--- config.mk ---
export PLATFORM = sky130hd
export DESIGN_NAME = txn_ckpt_ctrl
export DESIGN_NICKNAME = d
export VERILOG_FILES = /design/src/rtl/txn_ckpt_pkg.sv /design/src/rtl/txn_mark_dec.sv /design/src/rtl/txn_slot_pipe.sv /design/src/rtl/txn_state.sv /design/src/rtl/txn_ckpt_ctrl.sv
export SDC_FILE = /design/constraint.sdc
export NUM_CORES = 1
export LEC_CHECK = 0
export BUFFER_PORTS_ARGS = -buffer_cell sky130_fd_sc_hd__buf_4
export CAP_MARGIN = 10
export CORE_ASPECT_RATIO = 0.8
export CORE_MARGIN = 4
export CORE_UTILIZATION = 55
export CTS_BUF_LIST = sky130_fd_sc_hd__clkbuf_4
export DETAILED_ROUTE_END_ITERATION = 12
export GPL_ROUTABILITY_DRIVEN = 0
export HOLD_SLACK_MARGIN = 0.12
export PLACE_DENSITY = 0.78
export SLEW_MARGIN = 5
export SYNTH_ARGS = -nofsm -noshare
export SYNTH_HDL_FRONTEND = slang
export SYNTH_HIERARCHICAL = 1
export SYNTH_SLANG_ARGS = --single-unit
--- constraint.sdc ---
create_clock -name clk -period 3.6 [get_ports clk]
set_input_delay 0.36 -clock clk [delete_from_list [all_inputs] [get_ports clk]]
set_output_delay 0.36 -clock clk [all_outputs]
set_load 0.01 [all_outputs]
--- src/rtl/txn_ckpt_pkg.sv ---
package txn_ckpt_pkg;
   typedef enum logic [1:0] {
      MK_NONE = 2'd0,
      MK_CKPT = 2'd1,
      MK_CMT  = 2'd2,
      MK_RBK  = 2'd3
   } mark_e;

   localparam logic [1:0]  OP_FMT2   = 2'b00;
   localparam logic [2:0]  OP2_SETHI = 3'b100;
   localparam logic [21:0] IMM_CKPT  = 22'h3;
   localparam logic [21:0] IMM_CMT   = 22'h2;
   localparam logic [21:0] IMM_RBK   = 22'h1;
   localparam int          INSN_W    = 32;
endpackage

--- src/rtl/txn_mark_dec.sv ---
module txn_mark_dec
   import txn_ckpt_pkg::*;
(
   input  logic              valid,
   input  logic [INSN_W-1:0] insn,
   output mark_e             mark
);
   logic        is_zero_sethi;
   logic [21:0] imm;

   assign imm           = insn[21:0];
   assign is_zero_sethi = valid && (insn[31:30] == OP_FMT2) &&
                          (insn[29:25] == 5'd0) && (insn[24:22] == OP2_SETHI);

   always_comb begin
      mark = MK_NONE;
      if (is_zero_sethi) begin
         unique case (imm)
            IMM_CKPT: mark = MK_CKPT;
            IMM_CMT:  mark = MK_CMT;
            IMM_RBK:  mark = MK_RBK;
            default:  mark = MK_NONE;
         endcase
      end
   end
endmodule

--- src/rtl/txn_slot_pipe.sv ---
module txn_slot_pipe
   import txn_ckpt_pkg::*;
#(
   parameter int PCW   = 32,
   parameter int DEPTH = 3
)(
   input  logic           clk,
   input  logic           rst_n,
   input  logic           adv,
   input  logic           drop,
   input  logic           in_vld,
   input  mark_e          in_mark,
   input  logic [PCW-1:0] in_pc,
   output logic           out_vld,
   output mark_e          out_mark,
   output logic [PCW-1:0] out_pc
);
   typedef struct packed {
      logic           vld;
      mark_e          mark;
      logic [PCW-1:0] pc;
   } slot_t;

   slot_t head;
   assign head = '{vld: in_vld && !drop, mark: (drop ? MK_NONE : in_mark), pc: in_pc};

   for (genvar g = 0; g < DEPTH; g++) begin : g_stage
      slot_t q;
      slot_t nxt;
      if (g == 0) begin : g_head
         assign nxt = head;
      end else begin : g_body
         assign nxt = g_stage[g-1].q;
      end
      always_ff @(posedge clk or negedge rst_n) begin
         if (!rst_n)   q <= '0;
         else if (adv) q <= nxt;
      end
   end

   assign out_vld  = g_stage[DEPTH-1].q.vld;
   assign out_mark = g_stage[DEPTH-1].q.mark;
   assign out_pc   = g_stage[DEPTH-1].q.pc;


   hold_on_stall_chk: assert property (@(posedge clk) disable iff (!rst_n)
      !adv |=> $stable(out_vld) && $stable(out_mark) && $stable(out_pc));
endmodule

--- src/rtl/txn_state.sv ---
module txn_state
   import txn_ckpt_pkg::*;
#(
   parameter int PCW        = 32,
   parameter int MAX_LEN    = 64,
   parameter int CKPT_SLOTS = 3,
   parameter int FLUSH_W    = 3
)(
   input  logic               clk,
   input  logic               rst_n,
   input  logic               adv,
   input  logic               w_vld,
   input  mark_e              w_mark,
   input  logic [PCW-1:0]     w_pc,
   output logic               snap_stb,
   output logic               commit_stb,
   output logic               rollback_stb,
   output logic [PCW-1:0]     redir_pc,
   output logic [FLUSH_W-1:0] flush_front,
   output logic               active
);
   localparam int             CW      = $clog2(MAX_LEN + 1);
   localparam logic [PCW-1:0] RST_OFF = PCW'(4 * (CKPT_SLOTS + 1));
   localparam logic [CW-1:0]  LAST    = CW'(MAX_LEN - 1);

   logic [CW-1:0]  cnt;
   logic [PCW-1:0] restart_pc;
   logic           retire, ck_ev, cm_ev, rb_ev, counted, force_ev;

   assign retire   = w_vld && adv;
   assign ck_ev    = retire && (w_mark == MK_CKPT);
   assign cm_ev    = retire && (w_mark == MK_CMT) && active;
   assign rb_ev    = retire && (w_mark == MK_RBK) && active;
   assign counted  = retire && (w_mark == MK_NONE) && active;
   assign force_ev = counted && (cnt == LAST);

   assign snap_stb     = ck_ev;
   assign commit_stb   = cm_ev || force_ev;
   assign rollback_stb = rb_ev;
   assign redir_pc     = rb_ev ? restart_pc : '0;
   assign flush_front  = {FLUSH_W{rb_ev}};

   always_ff @(posedge clk or negedge rst_n) begin
      if (!rst_n) begin
         active     <= 1'b0;
         cnt        <= '0;
         restart_pc <= '0;
      end else if (ck_ev) begin
         active     <= 1'b1;
         cnt        <= '0;
         restart_pc <= w_pc + RST_OFF;
      end else if (commit_stb) begin
         active <= 1'b0;
         cnt    <= '0;
      end else if (rb_ev) begin
         cnt <= '0;
      end else if (counted) begin
         cnt <= cnt + 1'b1;
      end
   end


   one_stb_chk: assert property (@(posedge clk) disable iff (!rst_n)
      $onehot0({snap_stb, commit_stb, rollback_stb}));

   snap_open_chk: assert property (@(posedge clk) disable iff (!rst_n)
      snap_stb |=> active && (restart_pc == $past(w_pc) + RST_OFF));

   cmt_close_chk: assert property (@(posedge clk) disable iff (!rst_n)
      commit_stb |=> !active);

   rb_keep_chk: assert property (@(posedge clk) disable iff (!rst_n)
      rollback_stb |=> active && (cnt == '0));

   len_bound_chk: assert property (@(posedge clk) disable iff (!rst_n)
      cnt < CW'(MAX_LEN));
endmodule

--- src/rtl/txn_ckpt_ctrl.sv ---
module txn_ckpt_ctrl
   import txn_ckpt_pkg::*;
#(
   parameter int PCW        = 32,
   parameter int MAX_LEN    = 64,
   parameter int CKPT_SLOTS = 3,
   parameter int BACK_DEPTH = 3
)(
   input  logic              clk,
   input  logic              rst_n,
   input  logic              pipe_adv,
   input  logic              dec_valid,
   input  logic [INSN_W-1:0] dec_insn,
   input  logic [PCW-1:0]    dec_pc,
   output logic              snap_stb,
   output logic              commit_stb,
   output logic              rollback_stb,
   output logic [PCW-1:0]    redir_pc,
   output logic [2:0]        flush_front,
   output logic              txn_active
);
   if (MAX_LEN < 2) begin : g_bad_len
      $error("MAX_LEN must be at least 2");
   end
   if (BACK_DEPTH < 1) begin : g_bad_depth
      $error("BACK_DEPTH must be at least 1");
   end
   if (PCW < 8) begin : g_bad_pcw
      $error("PCW too narrow");
   end

   mark_e          d_mark, w_mark;
   logic           w_vld;
   logic [PCW-1:0] w_pc;

   txn_mark_dec u_dec (
      .valid (dec_valid),
      .insn  (dec_insn),
      .mark  (d_mark)
   );

   txn_slot_pipe #(.PCW(PCW), .DEPTH(BACK_DEPTH)) u_pipe (
      .clk      (clk),
      .rst_n    (rst_n),
      .adv      (pipe_adv),
      .drop     (rollback_stb),
      .in_vld   (dec_valid),
      .in_mark  (d_mark),
      .in_pc    (dec_pc),
      .out_vld  (w_vld),
      .out_mark (w_mark),
      .out_pc   (w_pc)
   );

   txn_state #(.PCW(PCW), .MAX_LEN(MAX_LEN), .CKPT_SLOTS(CKPT_SLOTS), .FLUSH_W(3)) u_state (
      .clk          (clk),
      .rst_n        (rst_n),
      .adv          (pipe_adv),
      .w_vld        (w_vld),
      .w_mark       (w_mark),
      .w_pc         (w_pc),
      .snap_stb     (snap_stb),
      .commit_stb   (commit_stb),
      .rollback_stb (rollback_stb),
      .redir_pc     (redir_pc),
      .flush_front  (flush_front),
      .active       (txn_active)
   );


   idle_quiet_chk: assert property (@(posedge clk) disable iff (!rst_n)
      !txn_active |-> !rollback_stb && (flush_front == 3'b000));

   flush_redir_chk: assert property (@(posedge clk) disable iff (!rst_n)
      (flush_front != 3'b000) |-> rollback_stb && (flush_front == 3'b111));
endmodule

==> results.md, run 1 <==
Synthesis:
- The number of different library cells used by synthesis comes to 39.
- When the netlist entered floorplanning its net count stood at about 600.
- The mean area per synthesized cell is about 12 um2.
- The flop and latch count out of synthesis is ~150.
- The post-synthesis cell count is 533.
- The number of synthesis warnings is 6.
- For this run, the register share of the synthesized area comes to 0.5589.
- The mapped netlist covers ~0.0065 mm2.

STA:
- The final max-slew violation count is 0.
- The portion of the clock cycle consumed by the worst path in the final layout is 0.7800.
- Headroom to the max-slew limit came out at 0.4363.
- Summed over all failing endpoints, the final setup total negative slack is 0 ns.
- The number of hold-slack violations in the final timing report is 0.
- The post-route clock skew is ~0.023 ns.
- The worst path needs 2.808 ns of the cycle, external delays included.
- Setup violations remaining at the end of the flow were counted as 0.
- The actual transition at the worst max-transition pin is about 0.85 ns.
- Setup repair after global routing left no endpoint under its margin.
- The timing-limited maximum frequency is between 0.3 and 0.4 GHz.

Floorplan:
- The I/O pin total is between 100 and 150.
- The starting density of the core is 0.5637.
- The die covers between 0.01 and 0.015 mm2.
- Row generation in the floorplan step produced 35 rows.
- The y dimension of the die is 105.2 um.
- In this run the standard cell core region covers roughly 0.012 mm2.
- The horizontal die dimension is 129.5 um.

Setup path:
- Along the worst path, the maximum fanout reaches 36.
- The startpoint-to-endpoint class of the critical path is reg -> out.
- The data required time of the critical path is about 3.2 ns.
- The element type at the critical path end is an output port.
- Data on the critical path arrives at its endpoint at 2.45 ns.
- The kind of launch point of the worst setup path is a flop.
- The reg-to-reg startpoint is u_pipe/out_mark[0].
- The launching instance or port of the critical path is u_pipe/out_mark[0].

Placement:
- The half-perimeter wire length after placement is a little over 9 mm.
- The area of placed instances is between 0.007 and 0.008 mm2.
- The number of port buffers is 106.

Clock tree:
- The total number of H-tree levels is 4.
- CTS saw 145 sinks.
- After clock tree synthesis, the clock-pin slew on the worst setup and hold paths is ~0.12 ns.
- The longest clock path from root to sink contains 2 buffers.
- Clock tree synthesis inserted a total of 17 buffers.
- The TritonCTS clock tree is done.
- The clock latency at the later pin of the worst-skew pair is approximately 0.55 ns.
- In this run the clock root is driven by a sky130_fd_sc_hd__clkbuf_4.
- The post-cts repair resize count is 0.

Layout:
- The layout has just over 800 filler cells.
- The cell area after layout is ~0.008 mm2.
- For this run, the share of the core covered by cells in the final layout is 0.6914.
- The area added between synthesis and finish is 22.64%.
- The net count reported at finish is 731.
- Of the cells placed in the final design, the portion with a size suffix greater than 1 is 0.3724.
- The number of antenna diodes in the final layout is 0.

Detailed routing:
- The DRC violation count after routing is 0.
- Dividing the detail-routed wire length by the instance count gives between 15 and 20 um.
- The number of violations reported at the end of detailed-routing iteration 0 is 330.
- The total wirelength of the detailed-routed design is 13.18 mm.
- The count of nets left with antenna violations once routing finished came out at 0.
- For this run, the detailed router's first-pass iteration total came to 6.
- Dividing the detail-routed via count by the number of cells gives between 5 and 6.
- The total vias in the final route is about 4,600.

Run status:
- The run finished with clean final reports.

Global route:
- The via count of the first global-routing pass is about 4,600.
- The overflow left after global routing is 0.
- The total routing usage reported by global routing is 0.2011.
- Entering global routing, the biggest net connects 94 pins.
- The first-pass GRT wire length is around 22 mm.
- The initial antenna violation count is 0.

Power and ir drop:
- Power spread over the standard cell area amounts to 447.6 mW/mm2.
- The worst IR drop on VDD is roughly 0.36 mV.
- For this design the static power due to leakage is ~3.7 nW.

Job:
- Max-cap violations in this run came to 0.

Hold path:
- The startpoint of the most critical hold path is dec_insn[0].
- The worst hold-check path type is in -> reg.
path summary, 6_finish.rpt:
kind	slack (ns)	cells past startpoint	endpoint
min in group asynchronous	0.44	2	u_pipe/g_stage[0].q[10]
max in group asynchronous	2.37	3	u_pipe/g_stage[1].q[31]
min	0.22	5	u_pipe/g_stage[0].q[32]
min reg2reg	0.48	2	u_state/restart_pc[3]
max reg2reg	1.36	8	u_state/restart_pc[22]
max	0.79	6	snap_stb
cell usage after synthesis:
cell type / n / share of area
sky130_fd_sc_hd__a2bb2oi_1: 1 / 0.0013
sky130_fd_sc_hd__clkbuf_1: 19 / 0.011
sky130_fd_sc_hd__and4_1: 7 / 0.0094
sky130_fd_sc_hd__mux2_2: 88 / 0.15
sky130_fd_sc_hd__nor4_1: 2 / 0.0019
sky130_fd_sc_hd__buf_6: 5 / 0.0087
sky130_fd_sc_hd__nor3_1: 9 / 0.0069
sky130_fd_sc_hd__nand4_1: 6 / 0.0058
sky130_fd_sc_hd__xor2_1: 12 / 0.016
sky130_fd_sc_hd__nor4b_2: 1 / 0.0023
sky130_fd_sc_hd__nand3b_1: 4 / 0.0046
sky130_fd_sc_hd__o21ai_0: 27 / 0.021
sky130_fd_sc_hd__and2_0: 1 / 0.00096
sky130_fd_sc_hd__dfrtp_1: 145 / 0.56
sky130_fd_sc_hd__nand3_1: 16 / 0.012
sky130_fd_sc_hd__a311oi_1: 1 / 0.0013
sky130_fd_sc_hd__and3_1: 38 / 0.037
sky130_fd_sc_hd__nand2b_1: 1 / 0.00096
sky130_fd_sc_hd__inv_1: 6 / 0.0035
sky130_fd_sc_hd__a211oi_1: 1 / 0.0012
sky130_fd_sc_hd__a22oi_1: 2 / 0.0023
sky130_fd_sc_hd__o31ai_1: 8 / 0.0093
sky130_fd_sc_hd__ha_1: 2 / 0.0039
sky130_fd_sc_hd__mux2_4: 14 / 0.032
sky130_fd_sc_hd__nand2_1: 42 / 0.024
sky130_fd_sc_hd__or4_1: 8 / 0.0093
sky130_fd_sc_hd__and2_1: 1 / 0.00096
sky130_fd_sc_hd__nor4_2: 2 / 0.0039
sky130_fd_sc_hd__buf_4: 4 / 0.0046
sky130_fd_sc_hd__nor2_1: 20 / 0.012
sky130_fd_sc_hd__a31oi_1: 15 / 0.014
sky130_fd_sc_hd__buf_1: 2 / 0.0012
sky130_fd_sc_hd__buf_2: 8 / 0.0062
sky130_fd_sc_hd__xnor2_1: 3 / 0.0040
sky130_fd_sc_hd__or3_1: 5 / 0.0048
sky130_fd_sc_hd__a21oi_1: 3 / 0.0023
sky130_fd_sc_hd__nand4b_1: 2 / 0.0027
sky130_fd_sc_hd__nor4b_1: 1 / 0.0013
sky130_fd_sc_hd__nand4_4: 1 / 0.0033
through the flow:
stage	setup WS, ns	hold WS [ns]	std cells	total power, mW
2_1_floorplan	1.870	0.06441	533	2.341
3_3_place_gp	1.333	0.4528	756	2.498
3_5_place_dp	1.161	0.4510	756	2.542
4_1_cts	0.7348	0.1763	822	3.600
5_1_grt	0.5602	0.2170	822	3.755
6_report	0.7919	0.2235	822	3.564
layer usage:
layer,wire (um),share of wire,track usage,up-vias
met4,127,0.0096,0.05564,0
met5,0,0,0,-
li1,-,-,-,2186
met1,5608,0.43,0.2618,2219
met3,1038,0.079,0.06030,13
met2,6407,0.49,0.3284,158
layout by cell type (no fill, tap or decap), types with 3 or more instances in the layout:
master / count
sky130_fd_sc_hd__inv_1: 6
sky130_fd_sc_hd__o21ai_0: 27
sky130_fd_sc_hd__a31oi_1: 15
sky130_fd_sc_hd__nand3b_1: 4
sky130_fd_sc_hd__mux2_4: 14
sky130_fd_sc_hd__clkbuf_4: 17
sky130_fd_sc_hd__buf_4: 111
sky130_fd_sc_hd__nor3_1: 9
sky130_fd_sc_hd__o31ai_1: 8
sky130_fd_sc_hd__or3_1: 5
sky130_fd_sc_hd__and3_1: 38
sky130_fd_sc_hd__mux2_2: 88
sky130_fd_sc_hd__nand4_1: 6
sky130_fd_sc_hd__xnor2_1: 3
sky130_fd_sc_hd__dlygate4sd3_1: 34
sky130_fd_sc_hd__xor2_1: 12
sky130_fd_sc_hd__a21oi_1: 3
sky130_fd_sc_hd__and4_1: 7
sky130_fd_sc_hd__nand2_1: 42
sky130_fd_sc_hd__dfrtp_1: 145
sky130_fd_sc_hd__nand3_1: 16
sky130_fd_sc_hd__nor2_1: 20
sky130_fd_sc_hd__inv_6: 10
sky130_fd_sc_hd__or4_1: 8
logic make-up after synthesis:
family / count (synthesis) / synth area share
simple gates: 167 / 0.1440
flops: 145 / 0.5589
mux: 102 / 0.1850
compound gates: 58 / 0.05300
buf+inv: 44 / 0.03507
xor+xnor: 15 / 0.02024
fa+ha+maj: 2 / 0.003854
timing repair:
| action | in CTS | in global routing |
|---|---|---|
| setup buffers | 0 | 0 |
| hold endpoints to repair | 125 | 0 |
| hold buffers | 34 | 0 |
worst max-delay path, stage by stage (launching register included):
cell	delay, ns
sky130_fd_sc_hd__dfrtp_1	0.39
sky130_fd_sc_hd__and3_1	0.17
sky130_fd_sc_hd__buf_4	0.29
sky130_fd_sc_hd__nand2b_1	0.09
sky130_fd_sc_hd__buf_4	0.24
sky130_fd_sc_hd__inv_1	0.50
sky130_fd_sc_hd__buf_4	0.23
sequential cells by signal, indices dropped and copies added (netlist names):
register,flops
u_state/restart_pc,32
u_state/active,1
u_pipe/g_stage.q,70
u_state/cnt,7
u_pipe/out_vld,1
u_pipe/out_pc,32
u_pipe/out_mark,2
final cells by class:
cell class	instances	area, um2	area share
clock buffers	17	127.6	0.01603
well taps	148	185.2	0.02326
clock inverters	15	157.7	0.01980
inverters	6	22.52	0.002828
repair buffers	147	1205	0.1513
flip-flops and latches	145	3628	0.4557
multi-input cells	344	2636	0.3311
power by group:
part / internal [mW] / leakage [nW] / switching (mW) / total, mW
clock: 0.377 / 0.158 / 0.650 / 1.03
combinational: 0.307 / 1.76 / 0.198 / 0.505
sequential: 1.85 / 1.79 / 0.183 / 2.03
Note: power is estimated with default switching activity, not from simulation.
==> inputs of run 2 (changes only) <==
- ABC_AREA: unset -> 1
- CORE_UTILIZATION: 55 -> 53
- clock period: 3.6 -> 2.35 ns (I/O delays scaled with it)
==> run 2 against run 1 <==
Final cell count rose by 49%. Sequential power increased by 40%. Cell area is 5.8% higher. Non-clock buffer count up 6. Clock-buffer cell count increased by 2. Largest power group unchanged.
==> results.md, run 2 <==
Run status:
- The flow ran to the end, and the final reports show no timing, DRC or antenna violations.

Clock tree:
- The clock latency at the later pin of the worst-skew pair is ~0.54 ns.
- Clock-pin slew was measured on the worst setup and hold paths at about 0.13 ns.
- The number of clock buffers inserted by TritonCTS is 17.
- The count of hold buffers inserted by post-cts repair is 39.
- The clock tree synthesis step divided the H-tree into 4 levels.
- After clock tree synthesis, the repair step resized 0 gates.
- Counting every sink on the clock net gives 145.
- The CTS root buffer is sky130_fd_sc_hd__clkbuf_4.
- The TritonCTS clock tree is done.
- The clock tree buffer depth is 2.
- Once the clock tree was built, the setup fixing pass inserted 0 buffers.

STA:
- The time the final worst path needs with I/O delays and setup is around 2.1 ns.
- The timing-limited maximum frequency is 0.4816 GHz.
- The post-route clock skew is 0.02058 ns.
- Setup violations remaining at the end of the flow were counted as 0.
- The final critical-path setup slack is 0.2735 ns.
- Adding up every negative setup slack in the final design gives 0 ns.
- The portion of the clock cycle consumed by the worst path in the final layout is 0.8836.
- Setup repair after global routing left no endpoint under its margin.
- Headroom to the max-slew limit came out at 0.5630.
- The final max-slew violation count is 0.
- The number of hold-slack violations in the final timing report is 0.
- For the pin with the worst max-slew slack, the measured transition is approximately 0.66 ns.

Detailed routing:
- In the final routed layout, each cell accounts on average for approximately 12 um.
- The count of nets left with antenna violations once routing finished came out at 0.
- In the routed layout, each cell is associated on average with a via count of roughly 4.7.
- For this block, the routed nets add up to between 10 and 15 mm of wire.
- The total vias in the final route is slightly below 6,000.
- The first detailed-routing pass took 5 iterations.
- For this run, design rule violations remaining after detail routing come to 0.
- After the first detailed-routing iteration, the DRC count stood at around 500.

Layout:
- The largest register by flop count is u_pipe/g_stage.q.
- The area taken by flip-flops and latches is 0.003628 mm2.
- The area added between synthesis and finish is 22.98%.
- Counting the fill cells in the layout gives about 1,100.
- Summing all multi-input logic gate instances after layout gives between 0.002 and 0.003 mm2.
- The count of placed standard cells in the final layout, fillers left out is 1,224.
- The fraction of final layout cells sized beyond drive strength 1 is 0.1605.
- In the layout the commonest cells are 463 x sky130_fd_sc_hd__nand2_1, 145 x sky130_fd_sc_hd__dfrtp_1, 111 x sky130_fd_sc_hd__buf_4, 85 x sky130_fd_sc_hd__nor2_1, 63 x sky130_fd_sc_hd__inv_1.
- With fillers left out, the area of the finished cells amounts to 0.008423 mm2.
- The register with the most flip-flops in the layout has 70 of them.
- The net count reported at finish is 1,110.
- The number of diodes is 0.
- Leaving out fill and tap cells, the most frequent cell in the layout is sky130_fd_sc_hd__nand2_1.

Setup path:
- Of all nets on the critical path, the largest fanout is 39.
- The startpoint-to-endpoint class of the critical path is in -> out.
- The arrival time at the worst endpoint is between 1.5 and 2 ns.
- In this run the critical register-to-register path is captured at u_state/cnt[0].
- STA classifies the critical path startpoint as an input port.
- The cell at the slowest stage of the critical path is sky130_fd_sc_hd__dlygate4sd3_1.
- The setup slack of the most critical reg-to-reg path is 0.81 ns.
- Traced cell by cell, the critical path runs through dlygate4sd3_1 -> buf_4 -> nand2_1 -> inv_2 -> nand4_1 -> buf_4 -> inv_1 -> buf_4.
- The delay of the slowest cell on the worst path is between 0.5 and 0.6 ns.
- The data required time of the critical path is about 2.1 ns.
- The dominant cell type by count on the critical path is sky130_fd_sc_hd__buf_4.
- Measured in cells, the most critical reg-to-reg path has a length of 8.
- The startpoint identified for the worst register-to-register timing path is u_state/cnt[0].
- The worst setup path is captured at an output port.

Global route:
- The maximum number of pins on one net before global-route repair is 97.
- After global routing the overflow that remains totals 0.
- The first global-routing pass estimated 25.03 mm of wire.
- The initial antenna violation count is 0.
- The via count of the first global-routing pass is around 5,300.
- In the global route stage, overall resource usage came out at 0.2098.

Synthesis:
- For this run, asynchronously set or reset flops after synthesis account for 1.000.
- Counting flops and latches in the post-synthesis netlist gives roughly 150.
- The post-synthesis cell count is 904.
- For this run, the number of Yosys warnings is 6.
- Ranked by instance count, the synthesized netlist is headed by 463 x sky130_fd_sc_hd__nand2_1, 145 x sky130_fd_sc_hd__dfrtp_1, 85 x sky130_fd_sc_hd__nor2_1.
- The share of the yosys chip area belonging to registers is 0.5298.
- The area share of the largest cell type after synthesis is 0.5298.
- The most common flop cell mapped by yosys is sky130_fd_sc_hd__dfrtp_1.
- The most frequent cell after synthesis is sky130_fd_sc_hd__nand2_1.
- The number of nets handed over by synthesis was ~970.
- The top cell type by total area after synthesis is sky130_fd_sc_hd__dfrtp_1.
- Synthesis instantiated 31 different standard cells from the library.
- Sorting the synthesized cells by area gives the leading types as sky130_fd_sc_hd__dfrtp_1 53%, sky130_fd_sc_hd__nand2_1 25%, sky130_fd_sc_hd__nor2_1 4.7%, sky130_fd_sc_hd__inv_1 3.5%, sky130_fd_sc_hd__nand3_1 2.1%.
- The number of enable flip-flop cells after synthesis is 0.
- The area of the mapped netlist is 0.006849 mm2.
- The mean area per synthesized cell is between 7 and 8 um2.

Hold path:
- The startpoint of the most critical hold path is dec_insn[0].
- The worst hold path stage count is 7.
- The worst hold path belongs to the class in -> reg.
- The path with the worst hold slack has its endpoint at u_pipe/g_stage[0].q[32].

Placement:
- The cell count after placement is approximately 1,200.
- The count of buffers added on input and output ports is between 100 and 150.
- The half-perimeter wire length after placement is 9.802 mm.
- OpenSTA, run right after detailed placement, puts the worst setup slack at 0.8167 ns.
- The area of placed instances is 0.007716 mm2.

Floorplan:
- The starting density of the core is 0.5529.
- From left edge to right edge, the die measures ~140 um.
- The floorplan step set the die height to approximately 110 um.
- The I/O pin total is around 110.
- The core box area is roughly 0.012 mm2.
- In this run the core area contains 36 standard-cell rows.
- The die covers about 0.015 mm2.

Power and ir drop:
- The cell-internal power is approximately 3.7 mW.
- Total power for the finished layout comes to between 5 and 6 mW.
- The cell leakage power is around 4.5 nW.
- The worst IR drop on VDD is between 0.3 and 0.4 mV.
- The relative contribution of the clock network to total power is 0.338.
- Of the total power, the share spent switching nets is 0.2732.
- The relative contribution of sequential cells to total power is 0.556.
- The proportion of power drawn by combinational gates is 0.106.
- The reported net switching power is 1.394 mW.
- Power spread over the standard cell area amounts to ~610 mW/mm2.

Job:
- The tool flagged a number of max-cap violations equal to 0.
[run 2: layout make-up]
| cell class | count | share of cell area |
|---|---|---|
| flip-flops and latches | 145 | 0.4308 |
| multi-input cells | 654 | 0.3241 |
| repair buffers | 153 | 0.1514 |
| inverters | 69 | 0.03075 |
| well taps | 171 | 0.02540 |
| clock inverters | 13 | 0.02065 |
| clock buffers | 19 | 0.01693 |
[run 2: cell families after synthesis]
group / Yosys count / share of synthesized area
fa+ha+maj: 2 / 0.003653
compound gates: 37 / 0.02813
buf+inv: 105 / 0.07161
flops: 145 / 0.5298
xor+xnor: 13 / 0.01662
simple gates: 602 / 0.3502
[run 2: metal layers]
metal / track usage / routed length [um] / vias up
li1: - / - / 3015
met1: 0.3236 / 7183 / 2600
met2: 0.3004 / 6416 / 132
met3: 0.03934 / 758 / 17
met4: 0.06763 / 182 / 0
met5: 0 / 0 / -
[run 2: power by group through the flow]
stage / registers [mW] / clock network [mW] / logic [mW]
detailed placement: 2.88 / 0 / 0.493
global placement: 2.88 / 0 / 0.482
global route: 2.87 / 1.87 / 0.627
CTS: 2.83 / 1.76 / 0.548
finish: 2.84 / 1.72 / 0.542
floorplan: 2.83 / 0 / 0.310
[run 2: critical path: cells and delay by family]
kind | cells | cell delay [ns]
and+or+nand+nor | 2 | 0.13
buffers and inverters | 6 | 1.47
[run 2: how the worst max path moves through the flow]
stage / endpoint / cells after the start / start
detailed placement: flush_front[2] / 7 / pipe_adv
CTS: commit_stb / 8 / u_state/cnt[0]
global placement: rollback_stb / 7 / pipe_adv
floorplan: u_state/cnt[0] / 8 / u_state/cnt[0]
global route: flush_front[2] / 4 / u_pipe/out_mark[0]
finish: flush_front[2] / 8 / pipe_adv
[run 2: stage by stage]
stage	hold WS, ns	util
floorplan	-0.06059	-
global placement	0.2987	0.6229
detailed placement	0.2979	0.6229
CTS	0.1209	0.6800
global route	0.1439	0.6800
finish	0.1611	0.6800
==> inputs of run 3 (changes only) <==
- CORE_ASPECT_RATIO: 0.8 -> unset
- CORE_UTILIZATION: 53 -> 30
- PLACE_DENSITY: 0.78 -> unset
==> run 3 against run 2 <==
Power down 2.8%. Clock-buffer cell count fell by 1. Cell area rose by 2.0%. Setup slack worse by 0.10 ns. Sequential share of layout area decreased by 0.85 points. Utilization shrank 30 points.
==> results.md, run 3 (same netlist as run 2, synthesis figures left out) <==
Run status:
- The run finished with clean final reports.

Global route:
- Entering global routing, the biggest net connects between 100 and 150 pins.
- The first-pass GRT wire length is between 20 and 30 mm.
- The total routing usage reported by global routing is 0.1236.
- The overflow left after global routing is 0.
- The initial antenna violation count is 2.
- The via count of the first global-routing pass came to around 5,600.

Setup path:
- STA classifies the critical path startpoint as an input port.
- By startpoint and endpoint, the worst setup path is classified as in -> out.
- Traced cell by cell, the critical path runs through dlygate4sd3_1 -> buf_4 -> nand2_1 -> inv_2 -> nand4_1 -> buf_4 -> inv_1 -> buf_4.
- The most critical setup path has its startpoint at pipe_adv.
- STA classifies the critical path endpoint as an output port.
- The highest net fanout along the worst path is 39.
- The most numerous cell type found on the critical path is sky130_fd_sc_hd__buf_4.
- The worst reg2reg path depth is 7.
- The startpoint identified for the worst register-to-register timing path is u_pipe/out_mark[0].
- In this design, the stage delay of the slowest critical-path cell is roughly 0.55 ns.
- At the worst endpoint, the arrival time is a little under 2 ns.
- The cell at the slowest stage of the critical path is sky130_fd_sc_hd__dlygate4sd3_1.
- The setup slack of the most critical reg-to-reg path is between 0.3 and 0.4 ns.
- The capture instance of the worst register-to-register path is u_pipe/g_stage[0].q[34].
- The end of the critical path is rollback_stb.
- Data on the critical path is required at its endpoint by between 2 and 2.5 ns.

Floorplan:
- The core region is 0.02257 mm2.
- For this configuration, the core starts out at a cell density of 0.3034.
- The I/O pin total is 107.
- The die footprint is 0.02531 mm2.
- Measured along the y axis, the die boundary spans ~160 um.
- The horizontal die dimension is ~160 um.
- The number of cell rows is 55.

Detailed routing:
- For this run, design rule violations remaining after detail routing come to 0.
- The total vias in the final route is 5,658.
- After detailed routing, the number of vias per cell comes to ~4.2.
- The total wirelength of the detailed-routed design is roughly 15 mm.
- In this run the remaining antenna-violating nets after routing total 0.
- The average routed wire per standard cell is about 11 um.
- The number of iterations in the first detailed-routing pass is 4.
- In this run, the number of DRC markers left after iteration 0 of detailed routing was 413.

Placement:
- The half-perimeter wire length after placement is roughly 11 mm.
- The cell count after placement is about 1,300.
- Port buffering added 106 buffers.

Hold path:
- The tightest min-delay check is of the in -> reg type.

Power and ir drop:
- The relative contribution of sequential cells to total power is 0.570.
- The cell leakage power is 4.485 nW.
- Of the total power, the clock network draws 0.321.
- Of the total power, the share spent switching nets is 0.2762.
- The share of total power dissipated in combinational logic is 0.109.
- The reported net switching power is 1.370 mW.
- The worst IR drop on VDD is between 0.2 and 0.3 mV.
- The cell-internal power is 3.589 mW.
- Dividing total power by cell area gives a power density of 577.2 mW/mm2.

Layout:
- The register with the most flip-flops in the layout has 70 of them.
- The layout has between 2,000 and 2,500 filler cells.
- The area added between synthesis and finish is 25.45%.
- The fraction of final layout cells sized beyond drive strength 1 is 0.1597.
- In the layout the commonest cells are 463 x sky130_fd_sc_hd__nand2_1, 145 x sky130_fd_sc_hd__dfrtp_1, 112 x sky130_fd_sc_hd__buf_4, 85 x sky130_fd_sc_hd__nor2_1, 63 x sky130_fd_sc_hd__inv_1.
- More flip-flops sit in one register than any other, and that register is u_pipe/g_stage.q.
- The most frequent standard cell in the layout excluding fill and tap cells is sky130_fd_sc_hd__nand2_1.
- The count of cells in the finished layout, fillers not included, comes to 1,345.
- After the last flow step, the layout net total stands at roughly 1,100.

Clock tree:
- After clock tree synthesis, the setup repair step added 0 buffers.
- No sink is reached through more buffers than the 2 on the longest clock path.
- In this run the number of H-tree levels came out at 4.
- Buffers inserted during clock tree synthesis total 17.
- The clock input transition at the sequential cells of the worst setup and hold paths is ~0.11 ns.
- The clock latency at the later pin of the worst-skew pair is 0.55 ns.
- The number of sinks on the clock net is around 150.
- TritonCTS built the clock tree.
- The CTS root buffer is sky130_fd_sc_hd__clkbuf_4.
- The count of hold buffers inserted by post-cts repair is 43.
- The post-cts repair resize count is 0.

STA:
- The worst pin sits at a relative slew slack of 0.6230.
- For the finished layout, the period the worst path requires is 2.181 ns.
- The total of endpoints with negative setup slack in the final report is 0.
- Across the routed clock network, the largest skew measured is 0.01541 ns.
- Setup repair after global routing left no endpoint under its margin.
- Based on the critical path, the design can be clocked at up to ~0.46 GHz.
- For the pin with the worst max-slew slack, the measured transition is between 0.5 and 0.6 ns.
- The number of hold-slack violations in the final timing report is 0.
- After routing, the total negative slack on setup checks comes to 0 ns.
- The portion of the clock cycle consumed by the worst path in the final layout is 0.9280.
- The final max-slew violation count came to 0.

Job:
- The tool flagged a number of max-cap violations equal to 0.
==> run 3: through the flow <==
step           utilization  setup WS (ns)  area [um2]  hold WS [ns]  power [mW]
6_report            0.3807         0.1692        8592        0.1580       4.959
2_1_floorplan            -          1.028        6849      -0.06059       3.141
3_5_place_dp        0.3485         0.7055        7866        0.2596       3.374
5_1_grt             0.3807        0.01024        8592        0.1646       5.278
4_1_cts             0.3804         0.1459        8587        0.1221       5.041
3_3_place_gp        0.3485         0.7147        7866        0.2605       3.363
==> run 3: worst max-delay path, delay by kind of cell <==
family | cells | cell delay, ns
buffers and inverters | 6 | 1.55
AND/OR/NAND/NOR | 2 | 0.15
==> run 3: how the worst min path moves through the flow <==
stage	endpoint	cells after the start	slack, ns	startpoint
3_3_place_gp	u_state/restart_pc[30]	1	0.26	rst_n
6_report	u_pipe/g_stage[0].q[33]	8	0.16	dec_insn[1]
2_1_floorplan	u_pipe/g_stage[0].q[0]	0	-0.06	rst_n
4_1_cts	u_pipe/g_stage[0].q[33]	8	0.12	dec_insn[1]
5_1_grt	u_pipe/g_stage[0].q[33]	8	0.16	dec_insn[1]
3_5_place_dp	u_state/restart_pc[28]	1	0.26	rst_n
==> run 3: final cells by class <==
type                       count  area [um2]  area share
sequential                   145        3628      0.4223
multi-input combinational    654        2730      0.3178
timing repair buffer         158        1323      0.1539
tap                          285       356.6     0.04150
inverter                      69       259.0     0.03014
clock inverter                14       155.1     0.01806
clock buffer                  18       135.1     0.01573
antenna                        2       5.005   0.0005825
==> run 3: power by group through the flow <==
stage / Combinational (mW) / Clock (mW) / Sequential [mW]
after floorplan: 0.310 / 0 / 2.83
after detailed placement: 0.498 / 0 / 2.88
after global routing: 0.637 / 1.78 / 2.86
after global placement: 0.490 / 0 / 2.87
after CTS: 0.555 / 1.66 / 2.83
final: 0.541 / 1.59 / 2.83
==> run 3: layer usage <==
layer | track usage | share of wire | wire length (um)
met2 | 0.1959 | 0.45 | 6831
met5 | 0 | 0 | 0
met1 | 0.1709 | 0.50 | 7566
met3 | 0.02796 | 0.035 | 527
met4 | 0.03511 | 0.014 | 214
